$ cat config.mk
export PLATFORM = sky130hd
export DESIGN_NAME = ovh_serial_drop
export DESIGN_NICKNAME = d
export VERILOG_FILES = /design/src/rtl/ovh_drop_pkg.sv /design/src/rtl/ovh_frame_timer.sv /design/src/rtl/ovh_drop_port.sv /design/src/rtl/ovh_serial_drop.sv
export SDC_FILE = /design/constraint.sdc
export NUM_CORES = 1
export LEC_CHECK = 0
export ABC_CLOCK_PERIOD_IN_PS = 1800
export BUFFER_PORTS_ARGS = -buffer_cell sky130_fd_sc_hd__buf_2
export CAP_MARGIN = 20
export CORE_MARGIN = 5
export CORE_UTILIZATION = 40
export CTS_CLUSTER_SIZE = 16
export DETAILED_ROUTE_END_ITERATION = 12
export PLACE_DENSITY = 0.62
export SLEW_MARGIN = 10
export SYNTH_ARGS = -nofsm -noshare
export SYNTH_HDL_FRONTEND = slang
export SYNTH_SLANG_ARGS = --single-unit
$ cat constraint.sdc
create_clock -name clk -period 1.8 [get_ports clk]
set_input_delay 0.36 -clock clk [delete_from_list [all_inputs] [get_ports clk]]
set_output_delay 0.36 -clock clk [all_outputs]
set_load 0.01 [all_outputs]
$ cat src/rtl/ovh_drop_pkg.sv
package ovh_drop_pkg;
    localparam int NPORTS  = 5;
    localparam int ID_W    = 4;
    localparam int ID_NONE = 15;

    // bytes per frame carried by each port
    function automatic int port_nbytes(int p);
        case (p)
            2:       return 3;
            4:       return 9;
            default: return 1;
        endcase
    endfunction

    // first byte identifier owned by each port
    function automatic int port_base(int p);
        case (p)
            0:       return 0;
            1:       return 1;
            2:       return 2;
            3:       return 5;
            default: return 6;
        endcase
    endfunction
endpackage

$ cat src/rtl/ovh_frame_timer.sv
module ovh_frame_timer #(
    parameter int FRAME_CYC = 15624
) (
    input  logic clk,
    input  logic rst_n,
    output logic fstart
);
    localparam int CW = $clog2(FRAME_CYC);

    typedef struct packed {
        logic [CW-1:0] cnt;
    } tmr_t;

    tmr_t s_d, s_q;

    always_comb begin
        s_d = s_q;
        if (s_q.cnt == CW'(FRAME_CYC - 1))
            s_d.cnt = '0;
        else
            s_d.cnt = s_q.cnt + 1'b1;
    end

    always_ff @(posedge clk or negedge rst_n) begin
        if (!rst_n) s_q <= '0;
        else        s_q <= s_d;
    end

    assign fstart = (s_q.cnt == '0);
endmodule

$ cat src/rtl/ovh_drop_port.sv
module ovh_drop_port
    import ovh_drop_pkg::*;
#(
    parameter int NB        = 1,
    parameter int BASE      = 0,
    parameter int FRAME_CYC = 15624
) (
    input  logic            clk,
    input  logic            rst_n,
    input  logic            fstart,
    input  logic            wr_vld,
    input  logic [ID_W-1:0] wr_id,
    input  logic [7:0]      wr_byte,
    output logic            sd,
    output logic            ce,
    output logic            sync
);
    localparam int W       = NB * 8;
    localparam int BIT_CYC = FRAME_CYC / W;
    localparam int BCW     = $clog2(BIT_CYC + 1);

    typedef struct packed {
        logic [W-1:0]   cap;   // bytes gathered in the current frame
        logic [W-1:0]   sh;    // bytes being serialized
        logic [BCW-1:0] bcnt;
        logic           ce;
        logic           sync;
    } port_t;

    port_t s_d, s_q;

    always_comb begin
        s_d      = s_q;
        s_d.ce   = 1'b0;
        s_d.sync = 1'b0;
        // capture side: byte 0 sits in the top byte lane
        for (int i = 0; i < NB; i++) begin
            if (wr_vld && wr_id == ID_W'(BASE + i))
                s_d.cap[(NB-1-i)*8 +: 8] = wr_byte;
        end
        // output side: swap at frame start, shift at each bit period
        if (fstart) begin
            s_d.sh   = s_q.cap;
            s_d.bcnt = '0;
            s_d.ce   = 1'b1;
            s_d.sync = 1'b1;
        end else if (s_q.bcnt == BCW'(BIT_CYC - 1)) begin
            s_d.bcnt = '0;
            s_d.sh   = s_q.sh << 1;
            s_d.ce   = 1'b1;
        end else begin
            s_d.bcnt = s_q.bcnt + 1'b1;
        end
    end

    always_ff @(posedge clk or negedge rst_n) begin
        if (!rst_n) s_q <= '0;
        else        s_q <= s_d;
    end

    assign sd   = s_q.sh[W-1];
    assign ce   = s_q.ce;
    assign sync = s_q.sync;
endmodule

$ cat src/rtl/ovh_serial_drop.sv
module ovh_serial_drop
    import ovh_drop_pkg::*;
#(
    parameter int FRAME_CYC = 15624
) (
    input  logic              clk,
    input  logic              rst_n,
    input  logic              ovh_vld,
    input  logic [ID_W-1:0]   ovh_id,
    input  logic [7:0]        ovh_byte,
    output logic [NPORTS-1:0] drop_sd,
    output logic [NPORTS-1:0] drop_ce,
    output logic [NPORTS-1:0] drop_sync
);
    logic fstart;

    ovh_frame_timer #(.FRAME_CYC(FRAME_CYC)) i_timer (
        .clk    (clk),
        .rst_n  (rst_n),
        .fstart (fstart)
    );

    for (genvar gp = 0; gp < NPORTS; gp++) begin : g_port
        ovh_drop_port #(
            .NB        (port_nbytes(gp)),
            .BASE      (port_base(gp)),
            .FRAME_CYC (FRAME_CYC)
        ) i_port (
            .clk     (clk),
            .rst_n   (rst_n),
            .fstart  (fstart),
            .wr_vld  (ovh_vld),
            .wr_id   (ovh_id),
            .wr_byte (ovh_byte),
            .sd      (drop_sd[gp]),
            .ce      (drop_ce[gp]),
            .sync    (drop_sync[gp])
        );
    end
endmodule

======== Word level (Yosys, flattened, before mapping) ========
Cells that the tools add are included.
word-level totals
  flip-flop bits (word level) ............. 311
  input port bits ......................... 15
  output and inout bits ................... 15
  word-level logic and storage cells ...... 102
operators by class
  $add $sub $neg .......................... 6
  eq/ne operators ......................... 20
  mux-type cells .......................... 22
  reductions and logical operators ........ 22
operators by type and width
  operator                                                          number
  81-bit two-way mux                                                1
  72-bit two-way mux                                                1
  20-bit two-way mux                                                3
  35-bit two-way mux                                                1
  11-bit by 1-bit adder with 11-bit output (second input constant)  3
  11-bit == test (second input constant)                            3
  11-bit two-way mux                                                3
  8-bit two-way mux                                                 4
  4-bit == test (second input constant)                             7
  24-bit two-way mux                                                1
  4-bit by 3-bit == test with 1-bit output (second input constant)  4
  1-bit logical AND                                                 15
  14-bit by 1-bit adder with 14-bit output (second input constant)  1
  14-bit == test (second input constant)                            1
  14-bit zero test                                                  1
  14-bit two-way mux                                                1
  10-bit by 1-bit adder with 10-bit output (second input constant)  1
  10-bit == test (second input constant)                            1
  10-bit two-way mux                                                1
  2-bit nonzero test                                                5
  8-bit by 1-bit adder with 8-bit output (second input constant)    1
  4-bit by 2-bit == test with 1-bit output (second input constant)  2
  8-bit == test (second input constant)                             1
  1-bit two-way mux                                                 6
  other kinds (2)                                                   2

======== Logic depth before layout (Yosys ltp) ========
Gate-level depths: netlist of run 1.
  depth in word-level cells ............... 3
  depth in mapped cells ................... 10
  gate-level depth less buffers ........... 7

======== By module ========
From an unflattened synthesis of run 1, not the netlist that was laid out.
second synthesis, totals
  cells, all modules ...................... 1271
  area, all modules ....................... 14540.2 um2
by module, submodules not included
  module                            times used  cells an instance  area each (um2)  sequential area each (um2)
  ovh_drop_port (g_port[4].i_port)  1           577                6921.6           3853.7
  ovh_drop_port (g_port[2].i_port)  1           252                2952.8           1501.4
  ovh_drop_port (g_port[1].i_port)  1           124                1317.5           725.7
  ovh_drop_port (g_port[0].i_port)  1           124                1316.3           725.7
  ovh_drop_port (g_port[3].i_port)  1           123                1313.8           725.7
  ovh_frame_timer                   1           71                 718.2            350.3

======== Least setup slack after synthesis of run 1 ========
Ideal clock, no wire load.
  path kind ............................... register to register
  start point ............................. register g_port[1].i_port.s_q[2] (netlist bit)
  end point ............................... register g_port[1].i_port.s_q, in the netlist g_port[1].i_port.sd
  setup time .............................. 137 ps
  arrival ................................. 1569 ps
  data required time ...................... 1663 ps
  setup slack ............................. 95 ps
  cell stages (with the launch flop) ...... 7
  path buffers ............................ 0
  clock period less this slack ............ 1705 ps
  cells stage by stage .................... dfrtp_1 inv_1 ha_1 nor4bb_1 nand3_1 mux2i_1 a21oi_1
on the way
  longest elaborated chain between the ends .. 2
ends and longest elaborated chain
  what                          line                 source
  start, declared               ovh_drop_port.sv:30  port_t s_d, s_q;
  start signal, assigned        ovh_drop_port.sv:57  if (!rst_n) s_q <= '0;
  start signal, assigned        ovh_drop_port.sv:58  else s_q <= s_d;
  11-bit == test                ovh_drop_port.sv:47  end else if (s_q.bcnt == BCW'(BIT_CYC - 1)) begin
  2-bit nonzero test (no line)  -
No other way between the ends.
A chain may end at the register's enable or synchronous reset.

======== Worst setup path after layout of run 1 ========
  start point ............................. register g_port[4].i_port.s_q[2] (netlist bit)
  end point ............................... register g_port[4].i_port.s_q[39] (netlist bit)
on the way
  longest elaborated chain between the ends .. 2
ends and longest elaborated chain
  what                          line
  start, declared               ovh_drop_port.sv:30
  start signal, assigned        ovh_drop_port.sv:57
  start signal, assigned        ovh_drop_port.sv:58
  8-bit == test                 ovh_drop_port.sv:47
  2-bit nonzero test (no line)  -
No other way between the ends.

==> metrics.log, run 1 <==
INFO  metric status = finished with violations
INFO  metric failed_checks = negative setup slack
INFO  metric antenna_violations_before_repair = 0
INFO  metric clk_root_buffer_cell = sky130_fd_sc_hd__clkbuf_16
INFO  metric fin_crit_sh = 102.8%
INFO  metric crit_fanout = 8
INFO  metric post_synthesis_sequential_element_count = 311
INFO  metric finish.net_count = 1270
INFO  metric final_max_slew_viol_count = 0
INFO  metric grt_setup_unrepaired = yes
INFO  metric synthCells = 1158
INFO  metric latest_clock_arrival_within_the_worst_skew_pair = 0.50 ns
INFO  metric postSynthNetCount = 1185
INFO  metric vdd.ir_drop.worst = 0.4886 mV
INFO  metric drive_above_1_share = 26.03%
INFO  metric maxCapViolCount = 0
INFO  metric detail_route.iter0.violations = 543
INFO  metric fin_worst_skew = 0.01284 ns
INFO  metric worst_slew_margin_rel = 62.44%
INFO  metric cts_tree = done
INFO  metric cts.path.max_buffers = 3
INFO  metric routed_wire_length = 27580 um
INFO  metric io-pin-count = 30
INFO  metric p_per_area = 989.0 nW/um^2
INFO  metric setup_violations = 23
INFO  metric worstMarginPinSlew = 0.5634 ns
INFO  metric antenna_violating_nets_post_route = 0
INFO  metric dp_hpwl = 15830 um
INFO  metric cp_data_arrival_time = 2.23 ns
INFO  metric worst_setup_path_start_kind = flop
INFO  metric initial_cell_density_of_the_core = 40.28%
INFO  metric grt_start_max_net_pins = 67
INFO  metric ys_top_cells_by_area = sky130_fd_sc_hd__dfrtp_1, sky130_fd_sc_hd__mux2_2, sky130_fd_sc_hd__mux2i_1, sky130_fd_sc_hd__nand2_1, sky130_fd_sc_hd__nor2_1
INFO  metric cts_buffers = 35
INFO  metric die-area = 37370 um^2
INFO  metric worst_hold_path_type = in2async
INFO  metric synth-seq-area-share = 57.90%
INFO  metric die_w = 193.3 um
INFO  metric synth_ff_type = sky130_fd_sc_hd__dfrtp_1
INFO  metric fmax = 0.5402 GHz
INFO  metric dr.pass1.iters = 4
INFO  metric path_cells = inv_1 > ha_1 > nand4_1 > nor4b_4 > buf_6 > clkbuf_16 > mux2i_1 > o21ai_1
INFO  metric clock_sinks = 311
INFO  metric post-route-drc-count = 0
INFO  metric crit_path_top_delay_cell = sky130_fd_sc_hd__dfrtp_1
INFO  metric area_delta_synth_final = 20.07%
INFO  metric final_routed_wire_length_divided_by_cell_count = 16.07 um
INFO  metric floorplan.core_area = 33360 um^2
INFO  metric design_power_total = 15.96 mW
INFO  metric reg2reg_depth = 8
INFO  metric final_weighted_congestion_of_routability_driven_global_placement = 0.7683
INFO  metric hold_violations = 0
INFO  metric grt_resource_usage_total = 14.15%
INFO  metric cts.htree.levels = 2
INFO  metric utilization = 48.37%
INFO  metric grt_overflow_total = 0
INFO  metric via_count = 8604
INFO  metric synth.yosys.warnings = 0
INFO  metric cellLeakagePower = 7.302 nW
INFO  metric clkTransAtPathRegs = 0.05 ns
INFO  metric postSynthAreaPerCell = 11.61 um^2
INFO  metric path_class = reg2reg
INFO  metric synth_top_area_share = 57.90%
INFO  metric worstSetupEndpointType = flop
INFO  metric crit_required = 2.17 ns
INFO  metric via_per_inst = 5.014
INFO  metric layout_fillers = 3037
INFO  metric placementRows = 67
INFO  metric synth_largest_area_cell = sky130_fd_sc_hd__dfrtp_1
INFO  metric io_buffer_count = 29
INFO  metric synthArstFlopShare = 100.0%
INFO  metric critical_path_buf_inv_count = 3
INFO  metric summed_instance_area_of_the_synthesized_netlist = 13440 um^2
INFO  metric netlist-cell-type-count = 41
INFO  metric first_global_vias = 8699
INFO  metric grt_first_pass_wirelength = 44780 um
INFO  metric die_height = 193.3 um
INFO  metric fin_crit = 1.851 ns
INFO  metric synth-edff-count = 0
INFO  metric setup_ws = -0.05114 ns
INFO  metric antenna_cells_inserted = 0
INFO  metric crit_path_max_incr_delay = 0.37 ns
INFO  metric cp_num_cells = 8
INFO  metric cpLargestDelayFamily = buffers and inverters
## cell usage in the layout, fill, tap and decap left out, types with 11 or more instances in the layout
master	n
sky130_fd_sc_hd__o21ai_1	64
sky130_fd_sc_hd__dfrtp_1	311
sky130_fd_sc_hd__buf_2	28
sky130_fd_sc_hd__nor2_1	103
sky130_fd_sc_hd__xnor2_1	22
sky130_fd_sc_hd__a31oi_1	23
sky130_fd_sc_hd__nand4_1	15
sky130_fd_sc_hd__clkbuf_16	46
sky130_fd_sc_hd__nand2_1	147
sky130_fd_sc_hd__nand3_1	32
sky130_fd_sc_hd__buf_12	17
sky130_fd_sc_hd__mux2i_2	13
sky130_fd_sc_hd__mux2_2	120
sky130_fd_sc_hd__inv_1	12
sky130_fd_sc_hd__a21oi_1	21
sky130_fd_sc_hd__and3_1	14
sky130_fd_sc_hd__mux2i_1	81
sky130_fd_sc_hd__buf_4	56
sky130_fd_sc_hd__xor2_1	27
sky130_fd_sc_hd__ha_1	11
## per-stage QoR
stage / hold WS [ns] / setup WS, ns / instance area (um^2) / setup TNS (ns) / instances
after floorplan: 0.06441 / 0.09472 / 13440 / 0 / 1158
after global placement: 0.3129 / -0.07327 / 14480 / -1.377 / 1634
after detailed placement: 0.3130 / -0.1259 / 14480 / -3.997 / 1634
after CTS: 0.3691 / -0.02364 / 15680 / -0.2216 / 1697
after global routing: 0.3951 / -0.1805 / 16140 / -9.594 / 1716
final: 0.3565 / -0.05114 / 16140 / -0.4537 / 1716
## path summary, 6_finish.rpt
kind / from / to / slack (ns)
worst min-delay path: rst_n / g_port[2].i_port.s_q[43] / 0.36
min in group clk: ovh_byte[2] / g_port[4].i_port.s_q[92] / 0.46
worst max register to register: g_port[4].i_port.s_q[2] / g_port[4].i_port.s_q[39] / -0.05
worst max-delay path: g_port[4].i_port.s_q[2] / g_port[4].i_port.s_q[39] / -0.05
max in group asynchronous: rst_n / g_port[4].i_port.s_q[113] / 0.74
worst min register to register: g_port[2].i_port.s_q[36] / g_port[2].i_port.s_q[12] / 0.46
## synth_stat cells (all sizes together), types with 4 or more instances
| master | number |
|---|---|
| a21oi | 21 |
| a31oi | 23 |
| and3 | 14 |
| and4 | 8 |
| buf | 50 |
| clkbuf | 25 |
| dfrtp | 311 |
| ha | 12 |
| inv | 15 |
| mux2 | 120 |
| mux2i | 94 |
| nand2 | 149 |
| nand3 | 32 |
| nand3b | 5 |
| nand4 | 15 |
| nor2 | 111 |
| nor3 | 5 |
| nor3b | 4 |
| nor4 | 4 |
| o21ai | 72 |
| xnor2 | 22 |
| xor2 | 27 |
## flip-flops by register name, summed over array words and instances, names as in the netlist
name / count
g_port.i_port.s_q: 286
i_timer.s_q: 14
g_port.i_port.ce: 5
g_port.i_port.sd: 5
g_port.i_port.sync: 1
## final cells by class
class	instances	area [um^2]	share of cell area (%)
multi-input cells	757	5279	32.71
flip-flops and latches	311	7782	48.22
clock inverters	7	60.06	0.3722
well taps	448	560.5	3.473
clock buffers	55	1094	6.776
inverters	15	63.81	0.3954
repair buffers	123	1299	8.048
## what timing repair did
item,CTS,global route
setup endpoints to repair,115,161
resized for setup,9,67
gates cloned,0,11
pin swaps,1,0
hold buffers,1,0
setup buffers,0,8
endpoints found under the hold margin,38,0
## power breakdown
part	internal [mW]	switching (mW)	leakage, nW
Sequential	7.65	0.324	4.07
Clock	4.30	2.73	0.575
Combinational	0.541	0.411	2.66
## worst reg2reg max path, stage by stage (launching register included)
cell and delay (ns):
sky130_fd_sc_hd__dfrtp_1 0.37, sky130_fd_sc_hd__inv_1 0.06, sky130_fd_sc_hd__ha_1 0.14, sky130_fd_sc_hd__nand4_1 0.14, sky130_fd_sc_hd__nor4b_4 0.31, sky130_fd_sc_hd__buf_6 0.25, sky130_fd_sc_hd__clkbuf_16 0.19, sky130_fd_sc_hd__mux2i_1 0.19
sky130_fd_sc_hd__o21ai_1 0.09
## per-layer routing
metal,share of wire (%),track usage (%),wire length [um],vias up
li1,-,-,-,4144
met1,49,20.02,13430,4328
met2,47,22.89,12920,101
met3,2.7,2.400,739,31
met4,1.8,3.541,486,0
met5,0,0,0,-
## cell families (layout without fill, tap and decap cells)
| logic type | count (synthesis) | in the layout | synth area share (%) |
|---|---|---|---|
| AND/OR/NAND/NOR | 363 | 363 | 12.31 |
| flip-flops | 311 | 311 | 57.90 |
| multiplexers | 214 | 214 | 17.05 |
| AO/OA/AOI/OAI | 119 | 119 | 4.711 |
| buffers and inverters | 90 | 200 | 3.714 |
| XOR/XNOR | 49 | 49 | 3.193 |
| adder cells (fa/ha/maj) | 12 | 12 | 1.117 |
No activity file was read; power rests on OpenSTA's default activity.
==> inputs of run 2 (changes only) <==
BUFFER_PORTS_ARGS = -buffer_cell sky130_fd_sc_hd__clkbuf_2   (was -buffer_cell sky130_fd_sc_hd__buf_2)
CORE_UTILIZATION = 45   (was 40)
PLACE_DENSITY = 0.68   (was 0.62)
TNS_END_PERCENT = 10   (was unset)
==> run 2 against run 1 <==
Net effect:
- the run still ends with negative setup slack left
- core utilization increased by 5.0 points
- highest routed layer unchanged
- sequential power about the same
- global-route usage increased by 1.6 points
- critical endpoint is now g_port[4].i_port.s_q[76]
==> metrics.log, run 2 (same netlist as run 1, synthesis figures left out) <==
INFO  metric status = finished with violations
INFO  metric failed_checks = negative setup slack
INFO  metric io_buffer_count = 29 (unchanged)
INFO  metric dr.pass1.iters = 4 (unchanged)
INFO  metric p_per_area = 989.9 nW/um^2 (about the same)
INFO  metric floorplan.core_area = 29560 um^2 (-11%)
INFO  metric vdd.ir_drop.worst = 0.5674 mV (+16%)
INFO  metric fmax = 0.5457 GHz (+1.0%)
INFO  metric detail_route.iter0.violations = 491 (-9.6%)
INFO  metric final_routed_wire_length_divided_by_cell_count = 15.88 um (-1.2%)
INFO  metric clk_root_buffer_cell = sky130_fd_sc_hd__clkbuf_16
INFO  metric timing.critical_path.mode_cell = sky130_fd_sc_hd__buf_12
INFO  metric cts.path.max_buffers = 3 (unchanged)
INFO  metric placementRows = 63 (-6.0%)
INFO  metric dp_hpwl = 15650 um (-1.2%)
INFO  metric io-pin-count = 30 (unchanged)
INFO  metric placed_inst_area = 14430 um^2 (-0.38%)
INFO  metric fin_crit_sh = 101.8% (-1.0 points)
INFO  metric crit_required = 2.18 ns (about the same)
INFO  metric grt_setup_unrepaired = yes
INFO  metric finalSetupTns = -0.4791 ns (-0.02533 ns)
INFO  metric largest_register = g_port.i_port.s_q
INFO  metric cp_data_arrival_time = 2.21 ns (-0.02 ns)
INFO  metric fin_worst_skew = 0.007835 ns (-0.005005 ns)
INFO  metric cts_buffers = 34 (-2.9%)
INFO  metric drive_above_1_share = 24.92% (-1.1 points)
INFO  metric worst_hold_path_type = in2async
INFO  metric setup_violations = 32 (+39%)
INFO  metric final_max_slew_viol_count = 0 (unchanged)
INFO  metric setup_ws = -0.03239 ns (+0.01876 ns)
INFO  metric maxCapViolCount = 0 (unchanged)
INFO  metric die_height = 182.8 um (-5.4%)
INFO  metric worstSetupEndpointType = flop
INFO  metric layout_top_registers = g_port.i_port.s_q x286, i_timer.s_q x14
INFO  metric stdcell_area = 15760 um^2 (-2.3%)
INFO  metric via_per_inst = 5.214 (+4.0%)
INFO  metric path_cells = inv_1 > ha_1 > nand4_1 > nor4b_4 > buf_12 > buf_12 > mux2i_1 > o21ai_1
INFO  metric crit_path_max_incr_delay = 0.37 ns (about the same)
INFO  metric antenna_cells_inserted = 0 (unchanged)
INFO  metric finish.net_count = 1247 (-1.8%)
INFO  metric antenna_violations_before_repair = 1 (+1)
INFO  metric antenna_violating_nets_post_route = 0 (unchanged)
INFO  metric area_delta_synth_final = 17.27%
INFO  metric worst_slew_margin_rel = 61.03% (-1.4 points)
INFO  metric crit_path_top_delay_cell = sky130_fd_sc_hd__dfrtp_1
INFO  metric latest_clock_arrival_within_the_worst_skew_pair = 0.50 ns (about the same)
INFO  metric dp_slack = -0.07417 ns (+0.05172 ns)
INFO  metric largest_register_ff_count = 286 (unchanged)
INFO  metric initial_cell_density_of_the_core = 45.47% (+5.2 points)
INFO  metric post-route-drc-count = 0 (unchanged)
INFO  metric grt_overflow_total = 0 (unchanged)
INFO  metric final_weighted_congestion_of_routability_driven_global_placement = 0.7891 (+2.7%)
INFO  metric clock_sinks = 311 (unchanged)
INFO  metric die_w = 182.8 um (-5.4%)
INFO  metric rrSetupSlack = -0.03 ns (+0.02 ns)
INFO  metric cts_tree = done
INFO  metric crit_fanout = 12 (+4)
INFO  metric fin_crit = 1.832 ns (-0.01876 ns)
INFO  metric grt_resource_usage_total = 15.70% (+1.6 points)
INFO  metric clkTransAtPathRegs = 0.06 ns (about the same)
INFO  metric grt_first_pass_wirelength = 43870 um (-2.0%)
INFO  metric post_route_worst_hold_slack = 0.2638 ns (-0.09273 ns)
INFO  metric crit-reg2reg-launch = g_port[4].i_port.s_q[2]
INFO  metric path_class = reg2reg
INFO  metric r2r_end = g_port[4].i_port.s_q[76]
INFO  metric routed_wire_length = 25950 um (-5.9%)
INFO  metric reg2reg_depth = 8 (unchanged)
INFO  metric grt_start_max_net_pins = 100 (+49%)
INFO  metric mostFrequentLayoutCells = sky130_fd_sc_hd__dfrtp_1, sky130_fd_sc_hd__nand2_1, sky130_fd_sc_hd__mux2_2
INFO  metric hold_violations = 0 (unchanged)
INFO  metric first_global_vias = 8635 (-0.74%)
INFO  metric cellLeakagePower = 7.102 nW (-2.7%)
INFO  metric worst_setup_path_start_kind = flop
INFO  metric layout_commonest_cell = sky130_fd_sc_hd__dfrtp_1
INFO  metric die-area = 33420 um^2 (-11%)
INFO  metric cts.htree.levels = 2 (unchanged)
INFO  metric via_count = 8519 (-0.99%)
INFO  metric worstMarginPinSlew = 0.5846 ns (+0.02114 ns)
==> run 2: cell count changes in the layout (fill, tap and decap cells not counted), moves of 5 or more <==
cell / previous run / this run
sky130_fd_sc_hd__buf_12: 17 / 26
sky130_fd_sc_hd__buf_2: 28 / 0
sky130_fd_sc_hd__buf_4: 56 / 38
sky130_fd_sc_hd__clkbuf_16: 46 / 39
sky130_fd_sc_hd__clkbuf_2: 0 / 28
sky130_fd_sc_hd__clkbuf_8: 10 / 2
sky130_fd_sc_hd__clkinv_2: 6 / 11
sky130_fd_sc_hd__mux2i_1: 81 / 94
sky130_fd_sc_hd__mux2i_2: 13 / 0
sky130_fd_sc_hd__nor2_1: 103 / 87
sky130_fd_sc_hd__nor2_2: 7 / 23
==> run 2: worst max path at each step <==
stage	start	depth (start not counted)	end
global route	i_timer.s_q[1]	9	g_port[4].i_port.s_q[13]
detailed placement	i_timer.s_q[1]	9	g_port[1].i_port.s_q[8]
CTS	g_port[4].i_port.s_q[2]	8	g_port[4].i_port.s_q[75]
global placement	i_timer.s_q[0]	9	g_port[1].i_port.s_q[11]
finish	g_port[4].i_port.s_q[2]	8	g_port[4].i_port.s_q[76]
floorplan	g_port[1].i_port.s_q[2]	6	g_port[1].i_port.sd
==> run 2: layout make-up <==
| class | instances | area (um^2) |
|---|---|---|
| inverters | 15 | 61.31 |
| flip-flops and latches | 311 | 7782 |
| repair buffers | 101 | 1081 |
| fillers | 2508 | 13800 |
| clock buffers | 46 | 979.7 |
| multi-input cells | 757 | 5268 |
| clock inverters | 14 | 101.3 |
| well taps | 390 | 488.0 |
==> run 2: critical path, delay by kind of cell, from the launching register on <==
kind | cells | cell delay, ns
simple gates | 2 | 0.47
buf+inv | 3 | 0.44
flops | 1 | 0.37
mux | 1 | 0.20
fa+ha+maj | 1 | 0.15
compound gates | 1 | 0.07
==> run 2: stage by stage <==
step           total power, mW  utilization [%]  std cells
6_report                 15.60            53.32       1634
5_1_grt                  16.27            53.32       1634
4_1_cts                  15.78            52.51       1626
3_5_place_dp             9.045            48.80       1565
3_3_place_gp             8.975            48.80       1565
2_1_floorplan            8.628                -       1158
==> run 2: power by group <==
| group | internal (mW) | switching (mW) | total, mW | leakage (nW) |
|---|---|---|---|---|
| Combinational | 0.533 | 0.409 | 0.942 | 2.49 |
| Sequential | 7.65 | 0.342 | 7.99 | 4.07 |
| Clock | 3.97 | 2.70 | 6.67 | 0.540 |
| Total | 12.1 | 3.45 | 15.6 | 7.10 |
==> run 2: timing repair <==
item	in CTS	in global routing
endpoints found under the setup margin	113	160
gates cloned	0	2
hold buffers	1	0
resized for setup	6	64
buffers inserted	0	6
endpoints found under the hold margin	44	0
pin swaps	1	4
==> run 2: metal layers <==
layer	up-vias	track usage, %	share of wire, %
li1	4094	-	-
met1	4308	21.77	47
met2	83	26.26	49
met3	34	2.459	2.7
met4	0	3.814	1.7
met5	-	0	0
==> inputs of run 3 (changes only) <==
CORE_ASPECT_RATIO = 1.25   (was unset)
PLACE_DENSITY = 0.69   (was 0.68)
==> run 3 against run 2 <==
Net effect:
- the run still ends with negative setup slack left
- sequential cell count unchanged
- clock skew up 0.0054 ns
- largest power group unchanged
- first-iteration DRC count up 6.7%
- combinational power up 2%
- maximum frequency down 1.3%
- clock power up 2%
- critical endpoint is now g_port[4].i_port.s_q[14]
- total power up 0.66%
- core utilization up 0.59 points
==> metrics.log, run 3 (same netlist as run 1, synthesis figures left out) <==
INFO  metric layout_top_registers = g_port.i_port.s_q x286, i_timer.s_q x14
INFO  metric layout_commonest_cell = sky130_fd_sc_hd__dfrtp_1
INFO  metric crit_required = 2.23 ns (+0.05 ns)
INFO  metric setup_violations = 28 (-13%)
INFO  metric clkTransAtPathRegs = 0.07 ns (about the same)
INFO  metric worstMarginPinSlew = 0.6323 ns (+0.04775 ns)
INFO  metric clock_sinks = 311 (unchanged)
INFO  metric design_power_total = 15.71 mW (+0.66%)
INFO  metric setup_ws = -0.05580 ns (-0.02341 ns)
INFO  metric latest_clock_arrival_within_the_worst_skew_pair = 0.55 ns (+0.05 ns)
INFO  metric placementRows = 70 (+11%)
INFO  metric grt_start_max_net_pins = 61 (-39%)
INFO  metric dr.pass1.iters = 5 (+1)
INFO  metric finalSetupTns = -0.7597 ns (-0.2806 ns)
INFO  metric vdd.ir_drop.worst = 0.5282 mV (-6.9%)
INFO  metric post-route-drc-count = 0 (unchanged)
INFO  metric p_per_area = 992.9 nW/um^2 (+0.30%)
INFO  metric fmax = 0.5389 GHz (-1.3%)
INFO  metric largest_register = g_port.i_port.s_q
INFO  metric placed_inst_area = 14410 um^2 (about the same)
INFO  metric worst_setup_path_start_kind = flop
INFO  metric antenna_violations_before_repair = 0 (-1)
INFO  metric grt_first_pass_wirelength = 43900 um (about the same)
INFO  metric die_height = 203.2 um (+11%)
INFO  metric path_class = reg2reg
INFO  metric antenna_violating_nets_post_route = 0 (unchanged)
INFO  metric status = finished with violations
INFO  metric worstSetupEndpointType = flop
INFO  metric finish.net_count = 1249 (+0.16%)
INFO  metric fin_crit = 1.856 ns (+0.02341 ns)
INFO  metric final_weighted_congestion_of_routability_driven_global_placement = 0.7504 (-4.9%)
INFO  metric final_max_slew_viol_count = 0 (unchanged)
INFO  metric routed_wire_length = 26600 um (+2.5%)
INFO  metric die-area = 33440 um^2 (about the same)
INFO  metric initial_cell_density_of_the_core = 45.81% (+0.34 points)
INFO  metric maxCapViolCount = 0 (unchanged)
INFO  metric stdcell_count = 1642 (+0.49%)
INFO  metric cts.htree.levels = 1 (-1)
INFO  metric stdcell_area = 15820 um^2 (+0.36%)
INFO  metric rrSetupSlack = -0.06 ns (-0.02 ns)
INFO  metric area_delta_synth_final = 17.69%
INFO  metric place.detailed.instances = 1575 (+0.64%)
INFO  metric crit_path_top_delay_cell = sky130_fd_sc_hd__dfrtp_1
INFO  metric floorplan.core_area = 29340 um^2 (-0.74%)
INFO  metric final_routed_wire_length_divided_by_cell_count = 16.20 um (+2.0%)
INFO  metric post_route_worst_hold_slack = 0.3123 ns (+0.04851 ns)
INFO  metric via_per_inst = 5.204 (-0.18%)
INFO  metric die_w = 164.6 um (-10%)
INFO  metric dp_hpwl = 16080 um (+2.8%)
INFO  metric cts.path.max_buffers = 3 (unchanged)
INFO  metric cts_tree = done
INFO  metric worst_hold_path_type = in2async
INFO  metric cellLeakagePower = 7.123 nW (+0.30%)
INFO  metric fin_crit_sh = 103.1% (+1.3 points)
INFO  metric utilization = 53.91% (+0.59 points)
INFO  metric first_global_vias = 8748 (+1.3%)
INFO  metric largest_register_ff_count = 286 (unchanged)
INFO  metric crit_path_max_incr_delay = 0.40 ns (+0.03 ns)
INFO  metric antenna_cells_inserted = 0 (unchanged)
INFO  metric via_count = 8545 (+0.31%)
INFO  metric hold_violations = 0 (unchanged)
INFO  metric fin_worst_skew = 0.01321 ns (+0.005379 ns)
INFO  metric io_buffer_count = 29 (unchanged)
INFO  metric detail_route.iter0.violations = 524 (+6.7%)
INFO  metric grt_resource_usage_total = 15.80% (+0.091 points)
INFO  metric worst_slew_margin_rel = 57.84% (-3.2 points)
INFO  metric drive_above_1_share = 24.08% (-0.84 points)
INFO  metric crit_fanout = 9 (-3)
INFO  metric layout_fillers = 2482 (-1.0%)
INFO  metric cp_data_arrival_time = 2.29 ns (+0.08 ns)
INFO  metric dp_slack = -0.03836 ns (+0.03581 ns)
INFO  metric io-pin-count = 30 (unchanged)
INFO  metric clk_root_buffer_cell = sky130_fd_sc_hd__clkbuf_16
INFO  metric path_cells = inv_1 > ha_1 > nand4_1 > nor4b_4 > buf_6 > clkbuf_16 > mux2i_1 > o21ai_1
INFO  metric grt_overflow_total = 0 (unchanged)
INFO  metric failed_checks = negative setup slack
INFO  metric mostFrequentLayoutCells = sky130_fd_sc_hd__dfrtp_1, sky130_fd_sc_hd__nand2_1, sky130_fd_sc_hd__mux2_2
INFO  metric grt_setup_unrepaired = yes
INFO  metric cts_buffers = 30 (-12%)
run 3: cell types whose count changed in the layout (fill, tap and decap cells not counted), sizes merged:
cell	previous run	this run
bufinv	1	6
clkinv	12	8
clkbuf	76	74
clkinvlp	1	3
buf	70	71
run 3: path summary, 6_finish.rpt:
check	to	startpoint	cells past startpoint
worst max-delay path	g_port[4].i_port.s_q[14]	g_port[4].i_port.s_q[3]	8
worst min-delay path	g_port[4].i_port.s_q[150]	rst_n	2
worst max register to register	g_port[4].i_port.s_q[14]	g_port[4].i_port.s_q[3]	8
worst min register to register	g_port[1].i_port.s_q[13]	g_port[1].i_port.s_q[21]	2
max in group asynchronous	g_port[4].i_port.s_q[34]	rst_n	3
min in group clk	g_port[4].i_port.s_q[98]	ovh_byte[0]	2
run 3: metal layers:
layer / global-route usage, % / wire length, um / vias up
li1: - / - / 4092
met1: 20.43 / 11420 / 4326
met2: 28.44 / 14070 / 86
met3: 2.082 / 682 / 41
met4: 3.120 / 428 / 0
met5: 0 / 0 / -
run 3: critical path: cells and delay by family, from the launching register on:
kind | cells | cell delay, ns
AO/OA/AOI/OAI | 1 | 0.07
adder cells (fa/ha/maj) | 1 | 0.14
buffers and inverters | 3 | 0.48
flip-flops | 1 | 0.40
multiplexers | 1 | 0.20
AND/OR/NAND/NOR | 2 | 0.44
run 3: layout make-up:
cell class              instances  area, um^2  area share (%)
clock buffers                  39       835.8           5.284
inverters                      15       63.81          0.4034
multi-input cells             757        5229           33.06
flip-flops and latches        311        7782           49.20
clock inverters                17       250.2           1.582
well taps                     396       495.5           3.132
repair buffers                107        1161           7.341
run 3: where the power goes:
group	internal, mW	switching (mW)
Clock	4.14	2.64
Combinational	0.544	0.415
Sequential	7.64	0.323
Total	12.3	3.38
run 3: repair_timing:
action,CTS,global route
endpoints found under the setup margin,60,166
hold buffers,1,0
gates cloned,0,7
setup buffers,0,3
gates resized for setup,6,52
endpoints found under the hold margin,39,0
pin swaps,0,3
